**config.mk**
```make
export PLATFORM = sky130hd
export DESIGN_NAME = xbus_ctrl
export DESIGN_NICKNAME = d
export VERILOG_FILES = /design/src/rtl/xbus_pkg.sv /design/src/rtl/xbus_sector.sv /design/src/rtl/xbus_seq.sv /design/src/rtl/xbus_lane.sv /design/src/rtl/xbus_ctrl.sv
export SDC_FILE = /design/constraint.sdc
export NUM_CORES = 1
export LEC_CHECK = 0
export BUFFER_PORTS_ARGS = -buffer_cell sky130_fd_sc_hd__buf_2
export CAP_MARGIN = 20
export CORE_MARGIN = 8
export CORE_UTILIZATION = 40
export CTS_BUF_LIST = sky130_fd_sc_hd__clkbuf_16
export DETAILED_ROUTE_END_ITERATION = 12
export PLACE_DENSITY = 0.67
export SYNTH_ARGS = -nofsm -noshare
export SYNTH_HDL_FRONTEND = slang
export SYNTH_HIERARCHICAL = 1
export SYNTH_SLANG_ARGS = --single-unit
```
**constraint.sdc**
```tcl
create_clock -name clk -period 1.7 [get_ports clk]
set_input_delay 0.17 -clock clk [delete_from_list [all_inputs] [get_ports clk]]
set_output_delay 0.17 -clock clk [all_outputs]
set_load 0.02 [all_outputs]
```
**src/rtl/xbus_pkg.sv**
```systemverilog
package xbus_pkg;

   typedef enum logic [2:0] {
      ST_IDLE,
      ST_ADDR,
      ST_STRB,
      ST_LAST,
      ST_HOLD
   } xbus_state_t;

   function automatic logic [1:0] wait_extra(input logic [1:0] code);
      return (code == 2'd0) ? 2'd0 : (code == 2'd1) ? 2'd1 : 2'd2;
   endfunction

   function automatic logic wait_hold(input logic [1:0] code);
      return code == 2'd3;
   endfunction

endpackage

```
**src/rtl/xbus_sector.sv**
```systemverilog
module xbus_sector #(
   parameter int HW = 8,
   parameter int WW = 2
) (
   input  logic [HW-1:0] addr_hi,
   input  logic [HW-1:0] limit,
   input  logic [WW-1:0] wait_lo,
   input  logic [WW-1:0] wait_hi,
   output logic [1:0]    extra,
   output logic          hold
);
   import xbus_pkg::*;

   logic          in_lower;
   logic [WW-1:0] code;

   assign in_lower = addr_hi < limit;
   assign code     = in_lower ? wait_lo : wait_hi;

   generate
      if (WW == 2) begin : g_two_bit
         assign extra = wait_extra(code);
         assign hold  = wait_hold(code);
      end else begin : g_bad_width
         $error("xbus_sector: wait field must be two bits wide");
      end
   endgenerate

endmodule

```
**src/rtl/xbus_seq.sv**
```systemverilog
module xbus_seq
   import xbus_pkg::*;
(
   input  logic        clk,
   input  logic        rst_n,
   input  logic        req,
   input  logic [1:0]  extra_in,
   input  logic        hold_in,
   output xbus_state_t state,
   output logic        accept,
   output logic        capture,
   output logic        done
);
   xbus_state_t st_q;
   logic [1:0]  cnt_q;
   logic        hold_q;

   assign state   = st_q;
   assign done    = (st_q == ST_LAST && !hold_q) || (st_q == ST_HOLD);
   assign accept  = req && (st_q == ST_IDLE || done);
   assign capture = (st_q == ST_STRB) && (cnt_q == 2'd0);

   always_ff @(posedge clk or negedge rst_n) begin
      if (!rst_n) begin
         st_q   <= ST_IDLE;
         cnt_q  <= 2'd0;
         hold_q <= 1'b0;
      end else begin
         if (accept) begin
            cnt_q  <= extra_in + 2'd1;
            hold_q <= hold_in;
         end else if (st_q == ST_STRB && cnt_q != 2'd0) begin
            cnt_q <= cnt_q - 2'd1;
         end
         case (st_q)
            ST_ADDR: st_q <= ST_STRB;
            ST_STRB: if (cnt_q == 2'd0) st_q <= ST_LAST;
            ST_LAST: begin
               if (hold_q)      st_q <= ST_HOLD;
               else if (accept) st_q <= ST_ADDR;
               else             st_q <= ST_IDLE;
            end
            default: st_q <= accept ? ST_ADDR : ST_IDLE;
         endcase
      end
   end

endmodule

```
**src/rtl/xbus_lane.sv**
```systemverilog
module xbus_lane
   import xbus_pkg::*;
#(
   parameter int DW      = 8,
   parameter bit KEEP_EN = 1'b1
) (
   input  logic          clk,
   input  logic          rst_n,
   input  xbus_state_t   state,
   input  logic          we,
   input  logic [DW-1:0] wdata,
   input  logic [DW-1:0] addr_lo,
   input  logic          capture,
   input  logic          keep_en,
   input  logic [DW-1:0] lane_i,
   output logic [DW-1:0] lane_o,
   output logic          lane_oe,
   output logic [DW-1:0] rdata
);
   logic [DW-1:0] rd_q;
   logic [DW-1:0] held;
   logic          idle_oe;

   always_ff @(posedge clk or negedge rst_n) begin
      if (!rst_n)              rd_q <= '0;
      else if (capture && !we) rd_q <= lane_i;
   end
   assign rdata = rd_q;

   generate
      if (KEEP_EN) begin : g_keeper
         logic [DW-1:0] keep_q;
         always_ff @(posedge clk or negedge rst_n) begin
            if (!rst_n)                        keep_q <= '0;
            else if (state == ST_ADDR && we)   keep_q <= wdata;
            else if (capture && !we)           keep_q <= lane_i;
         end
         assign held    = keep_q;
         assign idle_oe = keep_en;
      end else begin : g_no_keeper
         assign held    = wdata;
         assign idle_oe = 1'b0;
      end
   endgenerate

   always_comb begin
      lane_o  = held;
      lane_oe = idle_oe;
      if (state == ST_ADDR) begin
         lane_o  = addr_lo;
         lane_oe = 1'b1;
      end else if (we && state != ST_IDLE) begin
         lane_oe = 1'b1;
      end else if (state == ST_STRB) begin
         lane_oe = 1'b0;
      end
   end

endmodule

```
**src/rtl/xbus_ctrl.sv**
```systemverilog
module xbus_ctrl
   import xbus_pkg::*;
#(
   parameter int AW      = 16,
   parameter int DW      = 8,
   parameter bit KEEP_EN = 1'b1,
   localparam int HW     = AW - DW
) (
   input  logic          clk,
   input  logic          rst_n,
   input  logic          req,
   input  logic          req_we,
   input  logic [AW-1:0] req_addr,
   input  logic [DW-1:0] req_wdata,
   input  logic          req_next_ram,
   output logic          done,
   output logic [DW-1:0] rdata,
   input  logic [HW-1:0] cfg_limit,
   input  logic [1:0]    cfg_wait_lo,
   input  logic [1:0]    cfg_wait_hi,
   input  logic          cfg_keep,
   output logic          bus_ale,
   output logic [HW-1:0] bus_ahi,
   output logic [DW-1:0] bus_lane_o,
   output logic          bus_lane_oe,
   input  logic [DW-1:0] bus_lane_i,
   output logic          bus_rd_n,
   output logic          bus_wr_n
);
   generate
      if (DW < 1 || AW <= DW) begin : g_bad_geom
         $error("xbus_ctrl: address must be wider than the data lane");
      end
   endgenerate

   xbus_state_t   state;
   logic          accept, capture;
   logic [1:0]    extra;
   logic          hold;
   logic [AW-1:0] addr_q;
   logic [DW-1:0] wd_q;
   logic          we_q, nr_q;

   xbus_sector #(.HW(HW), .WW(2)) u_sector (
      .addr_hi (req_addr[AW-1:DW]),
      .limit   (cfg_limit),
      .wait_lo (cfg_wait_lo),
      .wait_hi (cfg_wait_hi),
      .extra   (extra),
      .hold    (hold)
   );

   xbus_seq u_seq (
      .clk      (clk),
      .rst_n    (rst_n),
      .req      (req),
      .extra_in (extra),
      .hold_in  (hold),
      .state    (state),
      .accept   (accept),
      .capture  (capture),
      .done     (done)
   );

   always_ff @(posedge clk or negedge rst_n) begin
      if (!rst_n) begin
         addr_q <= '0;
         wd_q   <= '0;
         we_q   <= 1'b0;
         nr_q   <= 1'b0;
      end else if (accept) begin
         addr_q <= req_addr;
         wd_q   <= req_wdata;
         we_q   <= req_we;
         nr_q   <= req_next_ram;
      end
   end

   assign bus_ahi  = addr_q[AW-1:DW];
   assign bus_ale  = (state == ST_ADDR) || (state == ST_LAST && nr_q);
   assign bus_rd_n = !(state == ST_STRB && !we_q);
   assign bus_wr_n = !(state == ST_STRB && we_q);

   xbus_lane #(.DW(DW), .KEEP_EN(KEEP_EN)) u_lane (
      .clk     (clk),
      .rst_n   (rst_n),
      .state   (state),
      .we      (we_q),
      .wdata   (wd_q),
      .addr_lo (addr_q[DW-1:0]),
      .capture (capture),
      .keep_en (cfg_keep),
      .lane_i  (bus_lane_i),
      .lane_o  (bus_lane_o),
      .lane_oe (bus_lane_oe),
      .rdata   (rdata)
   );

endmodule

```
==> flow_summary.ini, run 1 <==
[route]
post_drt_via_cell_ratio = 4.984
drtPass1Iterations = 4
met2_length_um = 2869
top_layer_used = met5
met3_length_um = 446
ant_nets = 0
wl_um = 6054
wl_per_cell_um = 16.59
detail_route.iter0.violations = 28
drc = 0
m1WireLength_um = 2664
dr_total_vias = 1819

[clock_tree]
clkTransAtPathRegs_ns = 0.07
cts_tree = built
cts_buffers = 5
cts_sinks = 48
cts_root_buffer = clkbuf_16
clk_path_buf_depth = 2
insertion_delay_ns = 0.29
h-tree-depth = 2

[grt]
grt_pass1_vias = 1952
grt.total_usage_pct = 13.09
grt_max_degree = 49
gr-total-overflow = 0
antenna_found_initial = 1
grt_pass1_wl_um = 9480

[setup_path]
reg2reg_from = u_seq/state[0]
critical_path_class = flip-flop to primary output
regToRegSetupSlack_ns = 0.01
cp.arrival_ns = 1.55
endpoint_kind = primary output
cp_slowest_cell = dfrtp_2
cpLargestDelayFamily = flip-flops
r2r_end = u_lane/g_keeper.keep_q[5]
rr_worst_depth = 7
path_cells = nor2_4, and2_4, mux2_4, buf_6
worst-path-buf-inv = 1
slowest_delay_ns = 0.42
cp-start-kind = flip-flop
required_ns = 1.53
cp_max_fo = 8

[synth]
synth.avg_cell_area_um2 = 13.88
yosysWarnings = 6
synth_top_family_by_area = multiplexers
synth_xor_area_share_pct = 1.012
synth_mux_area_share_pct = 24.63
synth_compound_area_share_pct = 9.349
ys_seq_elements = 48
synth_nets = 245
yosysSeqAreaShare_pct = 46.27
syn_inst = 187
ys_types = 38
yosys_most_used_dff = dfrtp_1
syn-cell-area_mm2 = 0.002596
synthArstFlopShare_pct = 100.0
synthSimpleGateAreaFrac_pct = 7.663
synth-adder-area-share_pct = 3.855
synth_edf_count = 0

[power_and_ir_drop]
p_sw_w = 0.002345
p_leak_nw = 1.840
p_seq_share_pct = 30.2
powerDensity_mw_per_mm2 = 1873
switching_share_pct = 34.46
worst_ir_drop_vdd_uv = 1232
combPwrFrac_pct = 55.4
p_int_w = 0.004460
clkPwrFrac_pct = 14.3

[timing]
rsz0062_at_grt = yes
period_minus_slack_ns = 1.717
worst_pin_slew_ns = 0.4392
fmax_ghz = 0.5824
slew_headroom_pct = 70.54
fin_crit_sh_pct = 101.0
clock_skew_ns = 0.007001
finalMaxSlewViolations = 0
setup_slack_ns = -0.01691
setup_viol = 9
hold_viol = 0

[final_layout]
fin_cells = 365
mostFrequentLayoutCell = buf_2
antenna_cells = 0
fin_util_pct = 57.55
syn2layout_area_growth_pct = 39.95
final_nets = 345
final_cell_mix = buf_2, dfrtp_1, mux2_4
num-fill-cells = 559
fin_area_mm2 = 0.003633
drive_gt1_share_pct = 62.85

[floorplanning]
die_x_um = 96.57
start_util_pct = 41.12
io_pins = 79
rows = 29
core_mm2 = 0.006314
fp.dieH_um = 96.57
die_area_mm2 = 0.009325

[place]
dp_hpwl_um = 4121
gp_congestion = 0.7148
post_dp_cell_area_mm2 = 0.003141
io_buffers = 78
dp_slack_ns = -0.1665
place_inst = 346

[hold_path]
hp-class = primary input to flip-flop
min_delay_path_depth = 2
hold_end = we_q
min_from = req_we

[outcome]
violations = setup timing
status = complete, but fails checks

[flow_run]
max-cap-violations = 0
==> state kept, by name, indices dropped and copies added (netlist names), 2 cells and up <==
register / flops
addr_q: 16
u_lane/g_keeper.keep_q: 8
u_lane/rdata: 8
u_seq/cnt_q: 2
u_seq/state: 3
wd_q: 8
==> cells by family (layout without fill, tap and decap cells) <==
family	count (synthesis)	count (layout)
simple gates	26	26
xor+xnor	3	3
flops	48	48
fa+ha+maj	8	8
buf+inv	25	126
compound gates	27	27
mux	50	50
==> stage by stage <==
stage	setup TNS (ns)	hold slack (ns)	total power (W)
after floorplan	0	-0.1256	0.004314
after global placement	-0.06742	0.1795	0.005040
after detailed placement	-0.2475	0.1792	0.005104
after CTS	-0.2227	0.1054	0.006417
after global routing	-1.007	0.1072	0.007242
final	-0.06995	0.1145	0.006806
==> per-layer routing <==
metal | track usage (%) | vias to the layer above
met5 | 0 | -
met4 | 4.161 | 2
met3 | 4.482 | 7
met2 | 20.52 | 54
met1 | 16.56 | 885
li1 | - | 871
==> cells in the mapped netlist, types with 2 or more instances <==
master / n / area share (%)
ha_1: 8 / 3.9
a21oi_1: 3 / 0.58
nand2_1: 2 / 0.29
a22o_1: 9 / 3.0
mux2_4: 22 / 13
dfrtp_1: 48 / 46
o21a_1: 2 / 0.58
buf_6: 4 / 1.7
mux2i_1: 5 / 1.9
nor2_1: 5 / 0.72
nand2b_1: 3 / 0.72
buf_4: 8 / 2.3
inv_1: 10 / 1.4
mux2_2: 22 / 9.5
buf_12: 2 / 1.5
nor3b_1: 2 / 0.58
xnor2_1: 3 / 1.0
a21o_1: 8 / 2.3
nor2b_1: 2 / 0.48
==> power by group through the flow <==
stage               registers, W  logic (W)  clock network (W)
finish                   0.00206    0.00377           0.000976
floorplan                0.00212    0.00219                  0
CTS                      0.00203    0.00337            0.00101
global route             0.00213    0.00404            0.00107
global placement         0.00204    0.00300                  0
detailed placement       0.00206    0.00304                  0
==> layout make-up <==
| class | instances | area [µm²] | area share, % |
|---|---|---|---|
| tap | 77 | 96.34 | 2.652 |
| clock buffer | 5 | 125.1 | 3.444 |
| inverter | 10 | 42.54 | 1.171 |
| timing repair buffer | 108 | 817.0 | 22.49 |
| multi-input combinational | 114 | 1325 | 36.47 |
| sequential | 48 | 1204 | 33.13 |
| clock inverter | 3 | 23.77 | 0.6543 |
==> repair_timing <==
action,CTS,global route
resized for setup,28,28
endpoints found under the setup margin,17,45
hold buffers,1,0
hold endpoints to repair,48,0
cloned,1,3
buffers inserted,4,3
pin swaps,2,2
==> worst max-delay path by stage <==
stage / from / end / slack (ns) / cells after the start
after floorplan: u_seq/cnt_q[0] / u_lane/rdata[0] / 0.01 / 8
after global placement: req_addr[15] / u_seq/cnt_q[1] / -0.07 / 7
after detailed placement: req_addr[14] / u_seq/cnt_q[1] / -0.17 / 7
after CTS: u_seq/state[1] / bus_lane_o[2] / -0.05 / 4
after global routing: u_seq/state[2] / bus_lane_o[5] / -0.07 / 4
final: u_seq/state[2] / bus_lane_o[5] / -0.02 / 4
Note: power is estimated with default switching activity, not from simulation.
==> run 2, diff against run 1 <==
Settings changed: CELL_PAD_IN_SITES_DETAIL_PLACEMENT set to 2, CELL_PAD_IN_SITES_GLOBAL_PLACEMENT set to 2, CORE_UTILIZATION 40 to 30, PLACE_DENSITY 0.67 to unset, PLACE_DENSITY_LB_ADDON set to 0.1, SETUP_SLACK_MARGIN set to 0.2.
==> run 2 against run 1 <==
  * The flow still finishes with violations (setup timing)
  * Largest power group unchanged
  * Combinational power rose by 10%
  * Setup slack got worse by 0.055 ns
  * Global-route usage fell by 0.58 points
  * Sequential cell count is the same
  * Die area up 27%
  * Fmax fell by 3.1%
  * Critical path depth rose by 1
==> flow_summary.ini, run 2 (synthesis results as in run 1) <==
[place]
gp_congestion = 0.6615
io_buffers = 78
place_inst = 378
post_dp_cell_area_mm2 = 0.003199
dp_hpwl_um = 5027

[clock_tree]
h-tree-depth = 2
cts_buffers = 5
cts_root_buffer = clkbuf_16
clk_path_buf_depth = 2
cts_tree = built
clkTransAtPathRegs_ns = 0.07
insertion_delay_ns = 0.29
cts_sinks = 48

[route]
drc = 0
dr_total_vias = 1859
post_drt_via_cell_ratio = 4.624
ant_nets = 0
wl_um = 7287
detail_route.iter0.violations = 28
wl_per_cell_um = 18.13
drtPass1Iterations = 4

[final_layout]
final_nets = 351
fin_area_mm2 = 0.003777
fin_cells = 402
antenna_cells = 0
fin_util_pct = 44.18
drive_gt1_share_pct = 65.65
largest_register = addr_q
multi_input_area_mm2 = 0.001391
largest_reg_flops = 16
num-fill-cells = 891
syn2layout_area_growth_pct = 45.49
mostFrequentLayoutCell = buf_2
final_cell_mix = buf_2, dfrtp_1, mux2_4
ff_latch_area_mm2 = 0.001205

[setup_path]
cp.arrival_ns = 1.60
slowest_delay_ns = 0.44
endpoint_kind = primary output
cp-start-kind = flip-flop
path_cells = buf_6, and2_4, buf_12, mux2_4, buf_6
cpMostUsedCell = buf_6
cp_max_fo = 8
critical_path_class = flip-flop to primary output
required_ns = 1.53
cp_slowest_cell = dfrtp_2

[grt]
grt_pass1_wl_um = 11500
grt_pass1_vias = 2101
grt.total_usage_pct = 12.51
gr-total-overflow = 0
grt_max_degree = 33
antenna_found_initial = 1

[floorplanning]
start_util_pct = 30.36
fp.dieH_um = 109.0
io_pins = 79
die_x_um = 109.0
rows = 34
core_mm2 = 0.008551
die_area_mm2 = 0.01189

[timing]
clock_skew_ns = 0.003480
fmax_ghz = 0.5644
setup_viol = 20
period_minus_slack_ns = 1.772
fin_tns_setup_ns = -0.6942
fin_crit_sh_pct = 104.2
rsz0062_at_grt = yes
slew_headroom_pct = 70.12
setup_slack_ns = -0.07172
worst_pin_slew_ns = 0.4483
finalMaxSlewViolations = 0
hold_viol = 0

[power_and_ir_drop]
power_w = 0.007229
p_leak_nw = 1.900
worst_ir_drop_vdd_uv = 598.7
p_seq_share_pct = 28.9
switching_share_pct = 34.79
clkPwrFrac_pct = 13.5
p_sw_w = 0.002515
p_int_w = 0.004714
powerDensity_mw_per_mm2 = 1914
combPwrFrac_pct = 57.6

[outcome]
violations = setup timing
status = complete, but fails checks

[hold_path]
hp-class = primary input to flip-flop

[flow_run]
max-cap-violations = 0
==> run 2: cell count changes in the layout (fill, tap and decap cells not counted), sizes merged <==
cell,previous run,this run
bufbuf,1,0
buf,103,112
clkbuf,8,6
==> run 2: what timing repair did <==
item	4_1_cts	5_1_grt
setup endpoints to repair	55	57
gates resized for setup	49	24
pin swaps	4	15
setup buffers	10	3
gates cloned	1	1
endpoints found under the hold margin	16	0
hold buffers	1	0
==> run 2: through the flow <==
| stage | setup WS, ns | hold slack (ns) |
|---|---|---|
| finish | -0.07172 | 0.1099 |
| global route | -0.1108 | 0.1100 |
| CTS | -0.07686 | 0.1041 |
| detailed placement | -0.1290 | 0.1596 |
| global placement | -0.09698 | 0.1455 |
| floorplan | 0.03766 | -0.1256 |
==> run 2: power groups by stage <==
stage          clock network [W]  logic (W)  registers (W)
6_report                0.000975    0.00416        0.00209
5_1_grt                  0.00106    0.00443        0.00217
4_1_cts                  0.00103    0.00388        0.00207
3_5_place_dp                   0    0.00315        0.00211
3_3_place_gp                   0    0.00311        0.00208
2_1_floorplan                  0    0.00224        0.00213
==> run 2: critical path: cells and delay by family (launching register included) <==
kind | cells | cell delay (ns)
flip-flops | 1 | 0.44
multiplexers | 1 | 0.31
buffers and inverters | 3 | 0.40
AND/OR/NAND/NOR | 1 | 0.15
==> run 2: cell type report <==
class | instances | share of cell area (%)
inverters | 10 | 1.126
clock inverters | 3 | 0.4969
multi-input cells | 114 | 36.83
well taps | 108 | 3.577
repair buffers | 114 | 22.76
flip-flops and latches | 48 | 31.90
clock buffers | 5 | 3.312
==> run 2: worst paths after layout <==
check,start,end,slack (ns),cells past startpoint
worst min register to register,u_lane/g_keeper.keep_q[2],u_lane/g_keeper.keep_q[2],0.48,1
worst max register to register,u_seq/state[0],nr_q,-0.05,7
max in group asynchronous,rst_n,u_seq/state[2],0.79,3
min in group asynchronous,rst_n,wd_q[7],0.36,2
worst max-delay path,u_seq/state[0],bus_lane_o[6],-0.07,5
worst min-delay path,req_wdata[7],wd_q[7],0.11,2
==> run 2: per-layer routing <==
metal,wire (µm),track usage [%],vias up,part of all wire (%)
li1,-,-,869,-
met1,3016,15.02,931,41
met2,3751,21.49,49,51
met3,423,3.310,8,5.8
met4,82,3.519,2,1.1
met5,12,0,-,0.16
==> run 3, diff against run 2 <==
Settings changed: CORE_UTILIZATION 30 to 29, SKIP_CTS_REPAIR_TIMING set to 1, SYNTH_HIERARCHICAL 1 to unset.
==> run 3 against run 2 <==
  * Power down 3.4%
  * Fmax up 0.47%
  * Critical path depth unchanged
  * The run still ends with setup timing left
  * Clock skew up 0.0018 ns
  * Routed wire length down 0.64%
  * Critical endpoint is now bus_lane_o[5]
  * Largest cell class unchanged
  * Sequential share of layout area up 2.4 points
  * Register-to-register slack about the same
  * Synthesized area down 3.0%
  * Highest routed layer is now met4
  * Non-clock buffer count down 10
  * Sequential cell count unchanged
  * Design area down 7.1%
  * Global-route usage down 0.29 points
  * Largest power group unchanged
==> flow_summary.ini, run 3 <==
[outcome]
status = complete, but fails checks
violations = setup timing

[clock_tree]
insertion_delay_ns = 0.29
cts_root_buffer = clkbuf_16
cts_buffers = 5
clkTransAtPathRegs_ns = 0.07
cts_sinks = 48
h-tree-depth = 2
cts_tree = built
clk_path_buf_depth = 2

[setup_path]
endpoint_kind = primary output
slowest_delay_ns = 0.45
r2r_end = addr_q[5]
rr_worst_depth = 7
required_ns = 1.53
regToRegSetupSlack_ns = -0.06
cp_slowest_cell = dfrtp_2
reg2reg_from = u_seq.state[0]
critical_path_class = flip-flop to primary output
cp.arrival_ns = 1.59
path_cells = nand2b_4, nor2_4, buf_12, mux2_2, buf_2
cp-start-kind = flip-flop
cp_max_fo = 9

[final_layout]
mostFrequentLayoutCell = buf_2
syn2layout_area_growth_pct = 39.29
num-fill-cells = 913
multi_input_area_mm2 = 0.001256
final_nets = 352
drive_gt1_share_pct = 54.92
largest_reg_flops = 16
largest_register = addr_q
final_cell_mix = buf_2, dfrtp_1, mux2_4
antenna_cells = 0
ff_latch_area_mm2 = 0.001204
fin_cells = 403
fin_area_mm2 = 0.003508

[route]
ant_nets = 0
dr_total_vias = 1863
drc = 0
post_drt_via_cell_ratio = 4.623
wl_um = 7240
detail_route.iter0.violations = 28
wl_per_cell_um = 17.97
drtPass1Iterations = 2

[hold_path]
min_delay_path_depth = 2
min_from = bus_lane_i[6]
hold_end = u_lane.rdata[6]
hp-class = primary input to flip-flop

[synth]
synth_compound_area_share_pct = 5.763
ys_top_cells_by_count = dfrtp_1, mux2_4, nand2_1, inv_1, mux2i_1
synth_top_area_share_pct = 47.69
synth_top_family_by_area = multiplexers
yosysMostFrequentCell = dfrtp_1
synthSimpleGateAreaFrac_pct = 9.240
synth-adder-area-share_pct = 3.974
synth_area_leaders = dfrtp_1, mux2_4, ha_1
synth.avg_cell_area_um2 = 12.72
yosysSeqAreaShare_pct = 47.69
synth_xor_area_share_pct = 0.6955
synthArstFlopShare_pct = 100.0
yosysTopAreaCell = dfrtp_1
synth_mux_area_share_pct = 26.63
syn_inst = 198
ys_seq_elements = 48
syn-cell-area_mm2 = 0.002519
synth_nets = 256
synth_edf_count = 0
yosys_most_used_dff = dfrtp_1
ys_types = 36
yosysWarnings = 0

[place]
gp_congestion = 0.7120
dp_slack_ns = 0.02747
post_dp_cell_area_mm2 = 0.003087
io_buffers = 78
place_inst = 382
dp_hpwl_um = 5422

[timing]
period_minus_slack_ns = 1.763
slew_headroom_pct = 63.76
hold_viol = 0
setup_slack_ns = -0.06348
setup_viol = 22
clock_skew_ns = 0.005271
fmax_ghz = 0.5671
worst_pin_slew_ns = 0.5435
rsz0062_at_grt = yes
fin_crit_sh_pct = 103.7
finalMaxSlewViolations = 0

[floorplanning]
start_util_pct = 29.46
io_pins = 79
core_mm2 = 0.008551
fp.dieH_um = 109.2
rows = 34
die_x_um = 109.2
die_area_mm2 = 0.01192

[power_and_ir_drop]
worst_ir_drop_vdd_uv = 631.2
powerDensity_mw_per_mm2 = 1991
p_leak_nw = 1.783

[grt]
grt_max_degree = 22
antenna_found_initial = 0
grt_pass1_wl_um = 11300
grt_pass1_vias = 2190
gr-total-overflow = 0
grt.total_usage_pct = 12.22

[flow_run]
max-cap-violations = 0
## run 3: through the flow
step	total power, W	hold WS (ns)	setup TNS (ns)	util [%]
2_1_floorplan	0.004408	-0.1256	0	-
3_3_place_gp	0.005202	0.2006	0	36.10
3_5_place_dp	0.005307	0.1985	0	36.10
4_1_cts	0.006525	-0.1205	-0.9393	38.10
5_1_grt	0.007426	0.1020	-2.740	41.03
6_report	0.006984	0.1053	-0.9151	41.03
## run 3: worst max-delay path: cells and delay by family, from the launching register on
family | cells | cell delay [ns]
muxes | 1 | 0.35
buffers and inverters | 2 | 0.30
DFF | 1 | 0.45
and+or+nand+nor | 2 | 0.19
## run 3: per-layer routing
layer / routed length (µm) / vias up / global-route usage [%]
met5: 0 / - / 0
met4: 80 / 0 / 4.339
met3: 296 / 5 / 2.069
met2: 3799 / 38 / 21.45
met1: 3064 / 943 / 14.71
li1: - / 877 / -
## run 3: layout make-up
class	instances	area share [%]
inverters	10	1.070
clock inverters	3	1.320
flip-flops and latches	48	34.31
multi-input cells	125	35.81
clock buffers	5	3.566
well taps	108	3.852
repair buffers	104	20.08
## run 3: how the worst max path moves through the flow
| stage | depth (start not counted) | end | slack (ns) | startpoint |
|---|---|---|---|---|
| 6_report | 5 | bus_lane_o[5] | -0.06 | u_seq.state[0] |
| 5_1_grt | 5 | bus_lane_o[5] | -0.13 | u_seq.state[0] |
| 4_1_cts | 5 | bus_lane_o[5] | -0.13 | u_seq.state[0] |
| 3_5_place_dp | 6 | u_seq.hold_q | 0.03 | req_addr[9] |
| 3_3_place_gp | 6 | u_seq.hold_q | 0.07 | req_addr[9] |
| 2_1_floorplan | 4 | u_lane.rdata[6] | 0.18 | u_seq.state[0] |
## run 3: power breakdown
part	internal [W]	switching [W]	leakage (nW)
logic	0.00198	0.00172	1.14
clock network	0.000700	0.000470	0.0804
registers	0.00173	0.000377	0.568
total	0.00442	0.00257	1.78
## run 3: kinds of logic after synthesis
group / Yosys count
simple gates: 40
fa+ha+maj: 8
mux: 52
xor+xnor: 2
compound gates: 23
buf+inv: 25
flops: 48
